### src/rtl/fce_pkg.sv
package fce_pkg;
  localparam int FCE_NB = 8;

  localparam int A_RESP  = 0;
  localparam int A_FLAGS = 1;
  localparam int A_MASK  = 2;
  localparam int A_WREN  = 3;
  localparam int A_STWR  = 4;
  localparam int A_STRD  = 5;
  localparam int A_ERASE = 6;
  localparam int A_IDENT = 7;
  localparam int A_CTRL  = 8;
  localparam int A_LEN   = 9;
  localparam int A_WLO   = 10;
  localparam int A_WHI   = 11;
  localparam int A_RLO   = 12;
  localparam int A_RHI   = 13;

  localparam logic [10:0] RC_OK     = 11'd0;
  localparam logic [10:0] RC_BADLEN = 11'd1;
  localparam logic [10:0] RC_NODIR  = 11'd2;
  localparam logic [10:0] RC_BUSY   = 11'd3;
  localparam logic [10:0] RC_BOTH   = 11'd4;

  typedef struct packed {
    logic [7:0]          op;
    logic [8*FCE_NB-1:0] tx;
    logic [3:0]          ntx;
    logic [3:0]          nrx;
  } fce_cmd_t;
endpackage

### src/rtl/fce_cmd_build.sv
module fce_cmd_build
  import fce_pkg::*;
#(
  parameter int ADDR_W = 5
) (
  input  logic                  we,
  input  logic [ADDR_W-1:0]     waddr,
  input  logic [31:0]           wdata,
  input  logic [3:0]            len,
  input  logic [8*FCE_NB-1:0]   payload,
  output logic                  launch,
  output fce_cmd_t              cmd,
  output logic [10:0]           code
);
  logic rd_f, wr_f;
  assign rd_f = wdata[6];
  assign wr_f = wdata[5];

  always_comb begin
    launch = 1'b0;
    code   = RC_OK;
    cmd    = '0;
    if (waddr == ADDR_W'(A_WREN)) begin
      launch = wdata[0];
      cmd.op = 8'h06;
    end else if (waddr == ADDR_W'(A_STWR)) begin
      launch = 1'b1;
      cmd.op = 8'h01;
      cmd.tx[7:0] = wdata[7:0];
      cmd.ntx = 4'd1;
    end else if (waddr == ADDR_W'(A_STRD)) begin
      launch = 1'b1;
      cmd.op = 8'h05;
      cmd.nrx = 4'd1;
    end else if (waddr == ADDR_W'(A_ERASE)) begin
      launch = 1'b1;
      cmd.op = 8'hD8;
      cmd.tx[31:0] = {wdata[7:0], wdata[15:8], wdata[23:16], wdata[31:24]};
      cmd.ntx = 4'd4;
    end else if (waddr == ADDR_W'(A_IDENT)) begin
      launch = 1'b1;
      cmd.op = 8'h9F;
      cmd.nrx = 4'd4;
    end else if (waddr == ADDR_W'(A_CTRL)) begin
      launch = wdata[0];
      cmd.op = wdata[31:24];
      cmd.tx = payload;
      cmd.ntx = wr_f ? len : 4'd0;
      cmd.nrx = rd_f ? len : 4'd0;
      if (len > 4'(FCE_NB))             code = RC_BADLEN;
      else if (rd_f && wr_f)            code = RC_BOTH;
      else if (len != 0 && !rd_f && !wr_f) code = RC_NODIR;
    end
    launch = launch & we;
  end
endmodule

### src/rtl/fce_spi_seq.sv
module fce_spi_seq
  import fce_pkg::*;
#(
  parameter int CLK_DIV = 2
) (
  input  logic                clk,
  input  logic                rst,
  input  logic                start,
  input  fce_cmd_t            cmd,
  output logic                busy,
  output logic                done,
  output logic [8*FCE_NB-1:0] rx,
  output logic                sclk,
  output logic                cs_n,
  output logic                mosi,
  input  logic                miso
);
  localparam int DIV_W = (CLK_DIV > 1) ? $clog2(CLK_DIV) : 1;

  logic                run;
  logic [DIV_W-1:0]    div;
  logic [4:0]          bidx, last;
  logic [2:0]          bitn;
  logic [7:0]          sh, rsh, nxt;
  logic [3:0]          ntx;
  logic [8*FCE_NB-1:0] tx;
  logic [4:0]          rl5;
  logic [2:0]          rlane;

  assign busy  = run;
  assign rl5   = bidx - 5'(ntx) - 5'd1;
  assign rlane = rl5[2:0];
  assign nxt   = (bidx < 5'(ntx)) ? tx[{bidx[2:0], 3'b000} +: 8] : 8'h00;

  always_ff @(posedge clk) begin
    done <= 1'b0;
    if (rst) begin
      run <= 1'b0; cs_n <= 1'b1; sclk <= 1'b0; mosi <= 1'b0;
      div <= '0; bidx <= '0; last <= '0; bitn <= '0;
      sh <= '0; rsh <= '0; ntx <= '0; tx <= '0; rx <= '0;
    end else if (!run) begin
      if (start) begin
        run  <= 1'b1;
        cs_n <= 1'b0;
        sclk <= 1'b0;
        div  <= '0;
        bidx <= '0;
        bitn <= 3'd7;
        sh   <= cmd.op;
        mosi <= cmd.op[7];
        ntx  <= cmd.ntx;
        tx   <= cmd.tx;
        last <= 5'(cmd.ntx) + 5'(cmd.nrx);
        rx   <= '0;
      end
    end else if (div != DIV_W'(CLK_DIV - 1)) begin
      div <= div + 1'b1;
    end else begin
      div <= '0;
      if (!sclk) begin
        sclk <= 1'b1;
        rsh  <= {rsh[6:0], miso};
      end else begin
        sclk <= 1'b0;
        if (bitn != 3'd0) begin
          bitn <= bitn - 1'b1;
          sh   <= {sh[6:0], 1'b0};
          mosi <= sh[6];
        end else begin
          if (bidx > 5'(ntx)) rx[{rlane, 3'b000} +: 8] <= rsh;
          if (bidx == last) begin
            run  <= 1'b0;
            cs_n <= 1'b1;
            mosi <= 1'b0;
            done <= 1'b1;
          end else begin
            bidx <= bidx + 1'b1;
            bitn <= 3'd7;
            sh   <= nxt;
            mosi <= nxt[7];
          end
        end
      end
    end
  end
endmodule

### src/rtl/flash_cmd_engine.sv
module flash_cmd_engine
  import fce_pkg::*;
#(
  parameter int ADDR_W  = 5,
  parameter int CLK_DIV = 2
) (
  input  logic              clk,
  input  logic              rst,
  input  logic              reg_we,
  input  logic [ADDR_W-1:0] reg_waddr,
  input  logic [31:0]       reg_wdata,
  input  logic [ADDR_W-1:0] reg_raddr,
  output logic [31:0]       reg_rdata,
  output logic              irq,
  output logic              spi_cs_n,
  output logic              spi_sclk,
  output logic              spi_mosi,
  input  logic              spi_miso
);
  localparam int PW = 8 * FCE_NB;

  logic [1:0]    mask_q;
  logic [7:0]    op_q;
  logic          rdf_q, wrf_q, err_q, rdv_q, rxcmd_q, irq_q;
  logic [3:0]    len_q;
  logic [PW-1:0] wd_q, rd_q, rx;
  logic [10:0]   resp_q, code;
  logic [31:0]   rdata_q;
  logic          launch, busy, done, start;
  fce_cmd_t      cmd;

  fce_cmd_build #(.ADDR_W(ADDR_W)) i_build (
    .we(reg_we), .waddr(reg_waddr), .wdata(reg_wdata), .len(len_q),
    .payload(wd_q), .launch(launch), .cmd(cmd), .code(code)
  );

  assign start = launch && !busy && (code == RC_OK);

  fce_spi_seq #(.CLK_DIV(CLK_DIV)) i_seq (
    .clk(clk), .rst(rst), .start(start), .cmd(cmd), .busy(busy),
    .done(done), .rx(rx), .sclk(spi_sclk), .cs_n(spi_cs_n),
    .mosi(spi_mosi), .miso(spi_miso)
  );

  always_ff @(posedge clk) begin
    if (rst) begin
      mask_q <= 2'b11; op_q <= '0; rdf_q <= 1'b0; wrf_q <= 1'b0;
      len_q <= '0; wd_q <= '0; rd_q <= '0; resp_q <= RC_OK;
      err_q <= 1'b0; rdv_q <= 1'b0; rxcmd_q <= 1'b0; irq_q <= 1'b0;
    end else begin
      if (reg_we) begin
        if (reg_waddr == ADDR_W'(A_MASK)) mask_q <= reg_wdata[1:0];
        if (reg_waddr == ADDR_W'(A_LEN))  len_q  <= reg_wdata[3:0];
        if (reg_waddr == ADDR_W'(A_WLO))  wd_q[31:0]  <= reg_wdata;
        if (reg_waddr == ADDR_W'(A_WHI))  wd_q[63:32] <= reg_wdata;
        if (reg_waddr == ADDR_W'(A_CTRL)) begin
          op_q  <= reg_wdata[31:24];
          rdf_q <= reg_wdata[6];
          wrf_q <= reg_wdata[5];
        end
      end
      if (launch) begin
        if (busy) begin
          resp_q <= RC_BUSY;
          err_q  <= 1'b1;
        end else if (code != RC_OK) begin
          resp_q <= code;
          err_q  <= 1'b1;
        end else begin
          resp_q  <= RC_OK;
          rdv_q   <= 1'b0;
          rxcmd_q <= (cmd.nrx != 4'd0);
        end
      end
      if (done) begin
        rd_q <= rx;
        if (rxcmd_q) rdv_q <= 1'b1;
      end
      irq_q <= (err_q & mask_q[0]) | (rdv_q & mask_q[1]);
    end
  end

  always_ff @(posedge clk) begin
    if (rst) rdata_q <= '0;
    else begin
      case (reg_raddr)
        ADDR_W'(A_RESP):  rdata_q <= {21'b0, resp_q};
        ADDR_W'(A_FLAGS): rdata_q <= {30'b0, rdv_q, err_q};
        ADDR_W'(A_MASK):  rdata_q <= {30'b0, mask_q};
        ADDR_W'(A_STRD):  rdata_q <= {24'b0, rd_q[7:0]};
        ADDR_W'(A_IDENT): rdata_q <= {rd_q[7:0], rd_q[15:8], rd_q[23:16], rd_q[31:24]};
        ADDR_W'(A_CTRL):  rdata_q <= {op_q, 17'b0, rdf_q, wrf_q, 5'b0};
        ADDR_W'(A_LEN):   rdata_q <= {28'b0, len_q};
        ADDR_W'(A_WLO):   rdata_q <= wd_q[31:0];
        ADDR_W'(A_WHI):   rdata_q <= wd_q[63:32];
        ADDR_W'(A_RLO):   rdata_q <= rd_q[31:0];
        ADDR_W'(A_RHI):   rdata_q <= rd_q[63:32];
        default:          rdata_q <= '0;
      endcase
    end
  end

  assign reg_rdata = rdata_q;
  assign irq       = irq_q;
endmodule

### config.mk
export PLATFORM = sky130hd
export DESIGN_NAME = flash_cmd_engine
export DESIGN_NICKNAME = d
export VERILOG_FILES = /design/src/rtl/fce_pkg.sv /design/src/rtl/fce_cmd_build.sv /design/src/rtl/fce_spi_seq.sv /design/src/rtl/flash_cmd_engine.sv
export SDC_FILE = /design/constraint.sdc
export NUM_CORES = 1
export LEC_CHECK = 0
export BUFFER_PORTS_ARGS = -buffer_cell sky130_fd_sc_hd__buf_4
export CORE_UTILIZATION = 30
export DETAILED_ROUTE_END_ITERATION = 10
export GPL_TIMING_DRIVEN = 0
export PLACE_DENSITY = 0.53
export SYNTH_ARGS = -nofsm -noshare
export SYNTH_HDL_FRONTEND = slang
export SYNTH_SLANG_ARGS = --single-unit
### constraint.sdc
create_clock -name clk -period 4.81 [get_ports clk]
set_input_delay 1.443 -clock clk [delete_from_list [all_inputs] [get_ports clk]]
set_output_delay 1.443 -clock clk [all_outputs]
set_load 0.02 [all_outputs]
* Word level (Yosys, flattened, before mapping)
Cells that the tools add are included.
W data, S select, Z words.
** Word-level totals
- Output and inout port bits :: 36
- Bits in registers :: 357
** Operators by class
- Shift operators :: 3
- Order comparisons :: 3
- Reduce and logical (&&, ||, !) cells :: 32
- Equal/unequal tests :: 28
- $add $sub $neg :: 7
- Mux-type cells :: 94
- Bitwise logic cells :: 8
** Operator list (number)
- $mux W64 :: 6
- $pmux W32 S11 :: 1
- $mux W68 :: 2
- $mux W11 :: 9
- $mux W80 :: 1
- $mux W72 :: 1
- $bwmux W64 :: 1
- $shift A8 B8 Y64 const A :: 1
- $shiftx A64 B7 Y8 :: 1
- $shiftx A8 B8 Y64 :: 1
- $mux W56 :: 1
- $eq A5 B4 Y1 const B :: 10
- $mux W8 :: 6
- $mux W7 :: 6
- $mux W1 :: 37
- $mux W36 :: 1
- $mux W32 :: 1
- $eq A5 B3 Y1 const B :: 6
- $mux W5 :: 6
- $mux W4 :: 6
- $mux W3 :: 7
- $reduce_and A2 Y1 :: 8
- $eq A5 B2 Y1 const B :: 3
- $reduce_and A5 Y1 :: 3
- 30 further kinds :: 50

* Longest topological paths before layout
Gate-level depths: netlist of the first run.
- Depth after elaboration :: 18
- Depth in mapped cells :: 12
- Mapped depth without buffers :: 11

* Modules after synthesis
A second synthesis of the first run with hierarchy kept.
** Unflattened totals
- Cells, all modules :: 1739
- Area, all modules :: 15738.8 sq um
** By module, submodules not included
- flash_cmd_engine :: times used 1, area an instance 7643.6 sq um, sequential area each 3823.7 sq um, cells an instance 843
- fce_spi_seq :: times used 1, area an instance 6951.7 sq um, sequential area each 3323.2 sq um, cells an instance 734
- fce_cmd_build :: times used 1, area an instance 1143.6 sq um, sequential area each 0.0 sq um, cells an instance 162

* Least setup slack after synthesis of the first run
No wires, ideal clock.
- Path type :: input to register
- From :: input port reg_waddr[3]
- To :: register i_seq.last[4]
- Slack :: 0.987 ns
- Arrival time :: 3.745 ns
- Path buffers :: 1
- Library setup time :: 0.078 ns
- Stages on the path :: 11
- Cells stage by stage :: buf_2 > or3b_2 > nor3_1 > a41o_1 > ha_1 > inv_1 > fa_1 > nor2b_1 > o21a_1 > nor3_1 > nor3_1
** RTL lines
- start: declaration :: RTL line flash_cmd_engine.sv:10 : input logic [ADDR_W-1:0] reg_waddr,
- end signal: assignment :: RTL line fce_spi_seq.sv:53 : last <= 5'(cmd.ntx) + 5'(cmd.nrx);
- end: declaration :: RTL line fce_spi_seq.sv:22 : logic [4:0] bidx, last;

==> results by group, run 1 <==
STA
  – Worst hold slack after final layout: 0.452 ns
  – Unrepaired setup endpoints after global routing: false
  – Total of endpoints with negative setup slack in the final report: 0
  – Max-slew headroom: between 10% and 20%
  – Worst Tran Pin Value: between 1 and 1.5 ns
  – Number of hold-slack violations in the final timing report: 0
  – Total Neg Setup Slack: 0 ns
  – Post-layout minimum cycle time: 3.93 ns
  – Fin crit share: about four fifths
  – Number of max-slew violations in the final report: 0
  – Clock tree skew after final layout: about 0.024 ns
  – Peak Freq: ~250 MHz
  – Final worst setup slack: about 0.88 ns

Worst setup path
  – Critical path buffer and inverter count: 3
  – Peak per-stage delay on the critical path: 0.80 ns
  – Critical path cell sequence: buf_4 -> buf_2 -> or3b_2 -> nor3_1 -> a41o_1 -> ha_1 -> inv_1 -> fa_1 -> nor2b_1 -> o21a_1 -> nor3_1 -> nor3_1
  – Worst setup path class: in -> reg
  – Endpoint required time on the critical path: roughly 5.3 ns
  – Worst setup SP type: input pin
  – Most Frequent Cell on Critical Path: nor3_1
  – Worst EP arrival: 4.41 ns
  – Cell class contributing the biggest share of worst-path delay: simple AND/OR/NAND/NOR gates
  – Kind of end point of the critical path: flop
  – Crit-path slowest cell: nor3_1
  – Worst-path fanout max: 10

Hold path
  – HP Class: reg -> reg

Logic synthesis
  – Cells after Synth: 1,654
  – Count of cell types in the netlist: between 70 and 80
  – Sequential share of the synthesized area: between 40% and 50%
  – Post-Synthesis Mean Instance Area: 8.92 sq um
  – Cell area after synthesis: around 0.015 sq mm
  – Warnings, synthesis: 0
  – Proportion of synthesized flip-flops having asynchronous set or reset: 0%
  – EDFF count, synth: 0
  – Ys flop type: dfxtp_1
  – FF+latch count, synth: between 300 and 400
  – Nets in the synthesized netlist: 1,716

CTS
  – Clock sink count: between 300 and 400
  – Clock Pin Slew Worst Setup and Hold Paths: about 0.06 ns
  – Cell chosen for the clock root: clkbuf_16
  – Clock Latency Late Sink: 0.57 ns
  – Number of setup buffers added after CTS: 0
  – Number of clock buffers inserted by TritonCTS: 39
  – Depth of the CTS H-tree: 2
  – Number of gates resized after cts: 0
  – Max clock buf depth: 3
  – Total of hold buffers inserted after clock tree synthesis: 0
  – TritonCTS clock tree: yes

Routing
  – Router iterations before antenna repair: 6
  – Routed WL per cell: 24.0 um
  – Via count: approximately 14,000
  – Antenna violation net count after detailed routing: 0
  – Wire length after detailed routing: 58,800 um
  – # DRC: 0
  – Number of DRC markers in iteration 0: around 1,500
  – Post-detailed-route via-to-cell ratio: approximately 5.6

Die
  – Full die area: between 0.05 and 0.06 sq mm
  – Area of the core: just under 0.05 sq mm
  – Vertical die dimension: around 220 um
  – Number of standard-cell rows in the floorplan: 80
  – Die W: 224 um
  – Starting density of the core: a little under a third
  – Top Ports: 82

Global route
  – Congestion Overflow GR: 0
  – Total routing usage reported by global routing: 23.1%
  – First-pass GRT wire length: 85,200 um
  – Vias in the first global route: between 10,000 and 15,000
  – Antenna violations before repair: 0
  – Largest net degree at the start of global routing: 15

Place
  – Detailed placer's ending HPWL: around 45,000 um
  – Setup Slack @ Placement: approximately 0.45 ns
  – Buffers on Ports: 74
  – Final weighted congestion of routability-driven global placement: about 0.96

Finish
  – Fraction of layout cells with a size suffix above 1: 10.7%
  – Net count reported at finish: 1,831
  – Number of antenna repair diodes: 0
  – FILL cells: 4,941
  – Final design utilization: about 36%
  – Growth of design area from synthesis to finish: 18.4%

Pwr
  – Worst supply voltage drop on vdd: approximately 0.26 mV
  – Leakage: ~5.8 nW
  – Pwr per Cell Area: 372 mW/mm^2

Flow run
  – Max-cap violation count: 0

Run status
  – Status: complete, no violations
[cells in the final DEF (no fill, tap or decap), types with 14 or more instances in the layout]
cell	instances
nor2_1	145
dfxtp_1	349
a21oi_1	153
nand3_1	71
buf_2	14
ha_1	14
o2bb2ai_1	42
mux4_2	16
nor3_1	42
clkbuf_1	111
clkbuf_16	40
inv_1	36
nand2_1	248
o21ai_0	24
a221oi_1	24
mux2i_1	84
a31oi_1	29
a22oi_1	79
buf_4	75
[worst paths after layout]
| check | slack [ns] | cells past startpoint | start | end |
|---|---|---|---|---|
| worst max-delay path | 0.88 | 12 | reg_waddr[2] | i_seq.last[4] |
| worst min-delay path | 0.45 | 2 | i_seq.tx[61] | i_seq.tx[61] |
| worst max register to register | 0.94 | 10 | i_seq.bidx[0] | i_seq.rx[2] |
| worst min register to register | 0.45 | 2 | i_seq.tx[61] | i_seq.tx[61] |
[metrics by stage]
stage / power [mW] / instance area (sq um) / std cells
floorplan: 3.20 / 14800 / 1654
finish: 6.50 / 17500 / 2450
global placement: 3.37 / 16100 / 2384
global route: 6.71 / 17500 / 2450
detailed placement: 3.37 / 16100 / 2384
CTS: 6.53 / 17500 / 2450
[cells by family after synthesis]
logic type	count (synthesis)	share of synthesized area, %
AO/OA/AOI/OAI	443	20.8
flip-flops	349	47.4
multiplexers	101	8.22
XOR/XNOR	11	0.653
adder cells (fa/ha/maj)	16	1.46
buffers and inverters	169	4.66
AND/OR/NAND/NOR	565	16.9
[per-layer routing]
layer / vias up / share of wire (%) / track usage, %
met5: - / 0 / 0
met4: 0 / 4.3 / 10.3
met2: 674 / 41 / 33.0
met1: 6722 / 45 / 32.8
li1: 6203 / - / -
met3: 118 / 9.8 / 5.43
[power by group]
group / internal, mW / switching (mW)
Clock: 1.92 / 1.26
Sequential: 2.92 / 0.0247
Combinational: 0.102 / 0.274
[flip-flops by register name, indices dropped and copies added (netlist names), 4 cells and up]
name and count:
i_seq.tx 64, wd_q 64, i_seq.rsh 8, rd_q 64
i_seq.last 5, reg_rdata 32, i_seq.bidx 5, op_q 8
len_q 4, i_seq.sh 7, i_seq.ntx 4, i_seq.rx 64
[cells in the mapped netlist (all sizes together), types with 3 or more instances]
| master | instances | area (sq um) |
|---|---|---|
| a21oi | 159 | 826 |
| and2 | 5 | 31.3 |
| a21boi | 3 | 26.3 |
| o31ai | 3 | 22.5 |
| a22oi | 79 | 593 |
| o21a | 3 | 22.5 |
| nor4b | 3 | 26.3 |
| and3 | 4 | 25.0 |
| a21o | 4 | 30.0 |
| nor3b | 4 | 30.0 |
| a221oi | 24 | 210 |
| mux2i | 84 | 841 |
| o21ai | 27 | 143 |
| a31oi | 29 | 181 |
| nand2b | 8 | 50.1 |
| mux4 | 16 | 360 |
| a22o | 10 | 87.6 |
| o221ai | 4 | 35.0 |
| nand4 | 12 | 87.6 |
| nor3 | 42 | 210 |
| xor2 | 6 | 52.6 |
| o32ai | 9 | 78.8 |
| o2bb2ai | 42 | 368 |
| a311oi | 10 | 87.6 |
| ha | 14 | 175 |
| a32o | 4 | 40.0 |
| dfxtp | 349 | 6990 |
| inv | 36 | 135 |
| nor2b | 7 | 43.8 |
| nor2 | 147 | 576 |
| nand3 | 71 | 355 |
| a211oi | 10 | 75.1 |
| xnor2 | 5 | 43.8 |
| buf | 27 | 154 |
| clkbuf | 106 | 398 |
| a2111oi | 3 | 26.3 |
| nand2 | 248 | 931 |
| nand3b | 3 | 22.5 |
| a222oi | 7 | 70.1 |
[worst reg2reg max path, stage by stage (launching register included)]
cell	delay, ns
dfxtp_1	0.36
clkbuf_1	0.60
buf_1	0.65
inv_1	0.34
ha_1	0.28
nor2b_1	0.12
o31ai_1	0.14
a21o_1	0.22
a21boi_2	0.25
a21oi_1	0.59
o32ai_1	0.16
[layout make-up]
class	count	area, sq um	area share [%]
multi-input combinational	1136	7080	40.5
buffer	133	552	3.16
clock buffer	50	1090	6.23
clock inverter	16	251	1.44
sequential	349	6990	40.0
timing repair buffer	74	556	3.18
inverter	36	135	0.773
tap	656	821	4.70
Note: power is estimated with default switching activity, not from simulation.
==> inputs of run 2 (changes only) <==
PLACE_DENSITY = 0.55   (was 0.53)
clock period = 3.3 ns   (was 4.81 ns; I/O delays follow)
==> run 2 against run 1 <==
  * Final cell count up 0.12%
  * Combinational power up 46%
  * Wire length fell by 0.86%
  * Sequential share of layout area shrank 0.13 points
==> results by group, run 2 (synthesized netlist as in run 1, its figures left out) <==
Routing
  – Antenna violation net count after detailed routing: 0
  – Wire length after detailed routing: slightly below 60,000 um
  – Number of DRC markers in iteration 0: 1,606
  – # DRC: 0
  – Routed WL per cell: 23.7 um
  – Post-detailed-route via-to-cell ratio: 5.60
  – Router iterations before antenna repair: 6
  – Via count: approximately 14,000

Worst setup path
  – Worst-path fanout max: 10
  – Worst EP arrival: between 3 and 4 ns
  – Kind of end point of the critical path: flop
  – Worst setup SP type: flop
  – Endpoint required time on the critical path: between 3 and 4 ns
  – Worst reg-to-reg path cell count: 6
  – Worst setup path class: reg -> reg

Finish
  – Post-route cell area: 0.0175 sq mm
  – Number of antenna repair diodes: 0
  – Non-Filler Instances: around 2,500
  – Net count reported at finish: 1,831
  – Growth of design area from synthesis to finish: 18.8%
  – Commonest cells after routing, fill and taps aside: dfxtp_1 (349), nand2_1 (247), a21oi_1 (152)
  – Fraction of layout cells with a size suffix above 1: a little under an eighth
  – Final design utilization: 36.4%
  – Most frequent standard cell in the layout excluding fill and tap cells: dfxtp_1

Die
  – Starting density of the core: between 30 and 40%
  – Area of the core: roughly 0.048 sq mm
  – Full die area: around 0.05 sq mm
  – Die W: ~220 um
  – Vertical die dimension: between 200 and 250 um
  – Number of standard-cell rows in the floorplan: 80
  – Top Ports: 82

Flow run
  – Max-cap violation count: 0

Pwr
  – Total power after layout: roughly 9.4 mW
  – Clk network pwr share: approximately 49%
  – Power dissipated by switching net loads: between 2 and 2.5 mW
  – Net Sw Frac: between 20% and 30%
  – Power Internal: 7.06 mW
  – Worst supply voltage drop on vdd: between 0.3 and 0.4 mV
  – Fraction of power consumed by combinational cells: between 5 and 6%
  – Pwr per Cell Area: 536 mW/mm^2
  – Register share of total power: between 40% and 50%
  – Leakage: 5.85 nW

STA
  – Clock tree skew after final layout: about 0.017 ns
  – Worst Tran Pin Value: 1.30 ns
  – Total Neg Setup Slack: 0 ns
  – Total of endpoints with negative setup slack in the final report: 0
  – Unrepaired setup endpoints after global routing: false
  – Max-slew headroom: between 10% and 20%
  – Number of max-slew violations in the final report: 0
  – Worst hold slack after final layout: around 0.45 ns
  – Final worst setup slack: 0.0787 ns
  – Peak Freq: 310 MHz
  – Fin crit share: between 90% and 100%
  – Post-layout minimum cycle time: ~3.2 ns
  – Number of hold-slack violations in the final timing report: 0

Global route
  – Global routing usage on met2: 33.6%
  – Antenna violations before repair: 1
  – Congestion Overflow GR: 0
  – Most congested layer reported by global routing: met2
  – Met1 track utilization from global routing: between 30 and 40%
  – Largest net degree at the start of global routing: 15
  – Fraction of met3 tracks used by global routing: 4.55%
  – First-pass GRT wire length: approximately 85,000 um
  – Vias in the first global route: roughly 13,000
  – Total routing usage reported by global routing: between 20% and 30%

CTS
  – Number of setup buffers added after CTS: 0
  – Clock sink count: roughly 350
  – Max clock buf depth: 3
  – Cell chosen for the clock root: clkbuf_16
  – Clock Pin Slew Worst Setup and Hold Paths: 0.06 ns
  – Clock Latency Late Sink: around 0.57 ns
  – Total of hold buffers inserted after clock tree synthesis: 0
  – TritonCTS clock tree: yes
  – Number of clock buffers inserted by TritonCTS: 40
  – Depth of the CTS H-tree: 2

Hold path
  – HP Class: reg -> reg
  – WHS Path Cells: 2

Place
  – Instance count after placement with tap cells included: roughly 2,400
  – Final weighted congestion of routability-driven global placement: roughly 1
  – Setup Slack @ Placement: -0.546 ns
  – Post-DP Area: between 0.015 and 0.02 sq mm
  – Buffers on Ports: 74
  – Detailed placer's ending HPWL: between 40,000 and 50,000 um

Run status
  – Status: complete, no violations
## run 2: repair_timing
action,CTS,global route
gates cloned,0,0
endpoints found under the setup margin,66,63
resized for setup,8,14
pin swaps,0,1
## run 2: power by group through the flow
stage          Sequential [mW]  Clock (mW)  Combinational, mW
2_1_floorplan             4.36           0              0.296
3_3_place_gp              4.38           0              0.525
3_5_place_dp              4.38           0              0.527
4_1_cts                   4.28        4.60              0.531
5_1_grt                   4.29        4.78              0.582
6_report                  4.29        4.55              0.551
## run 2: worst max-delay path: stages, from the launching register on
cell       delay (ns)
dfxtp_1          0.33
clkbuf_1         0.51
clkbuf_2         0.45
clkbuf_1         0.62
clkbuf_1         0.60
nand3_1          0.38
o2bb2ai_1        0.24
## run 2: routing by layer
layer | up-vias | routed length (um)
met5 | - | 0
met4 | 0 | 2280
met3 | 112 | 5280
met2 | 700 | 24600
met1 | 6715 | 26100
li1 | 6208 | -
## run 2: final cells by class
| type | instances | area, sq um |
|---|---|---|
| Clock inverter | 16 | 159 |
| Timing Repair Buffer | 74 | 556 |
| Tap cell | 656 | 821 |
| Inverter | 36 | 135 |
| Fill cell | 4953 | 30600 |
| Sequential cell | 349 | 6990 |
| Clock buffer | 54 | 1180 |
| Buffer | 132 | 559 |
| Multi-Input combinational cell | 1136 | 7140 |
## run 2: path summary, 6_finish.rpt
kind / start / to / slack [ns]
worst max-delay path: i_seq.busy / i_seq.rx[10] / 0.08
worst min-delay path: i_seq.tx[60] / i_seq.tx[60] / 0.45
worst max register to register: i_seq.busy / i_seq.rx[10] / 0.08
worst min register to register: i_seq.tx[60] / i_seq.tx[60] / 0.45
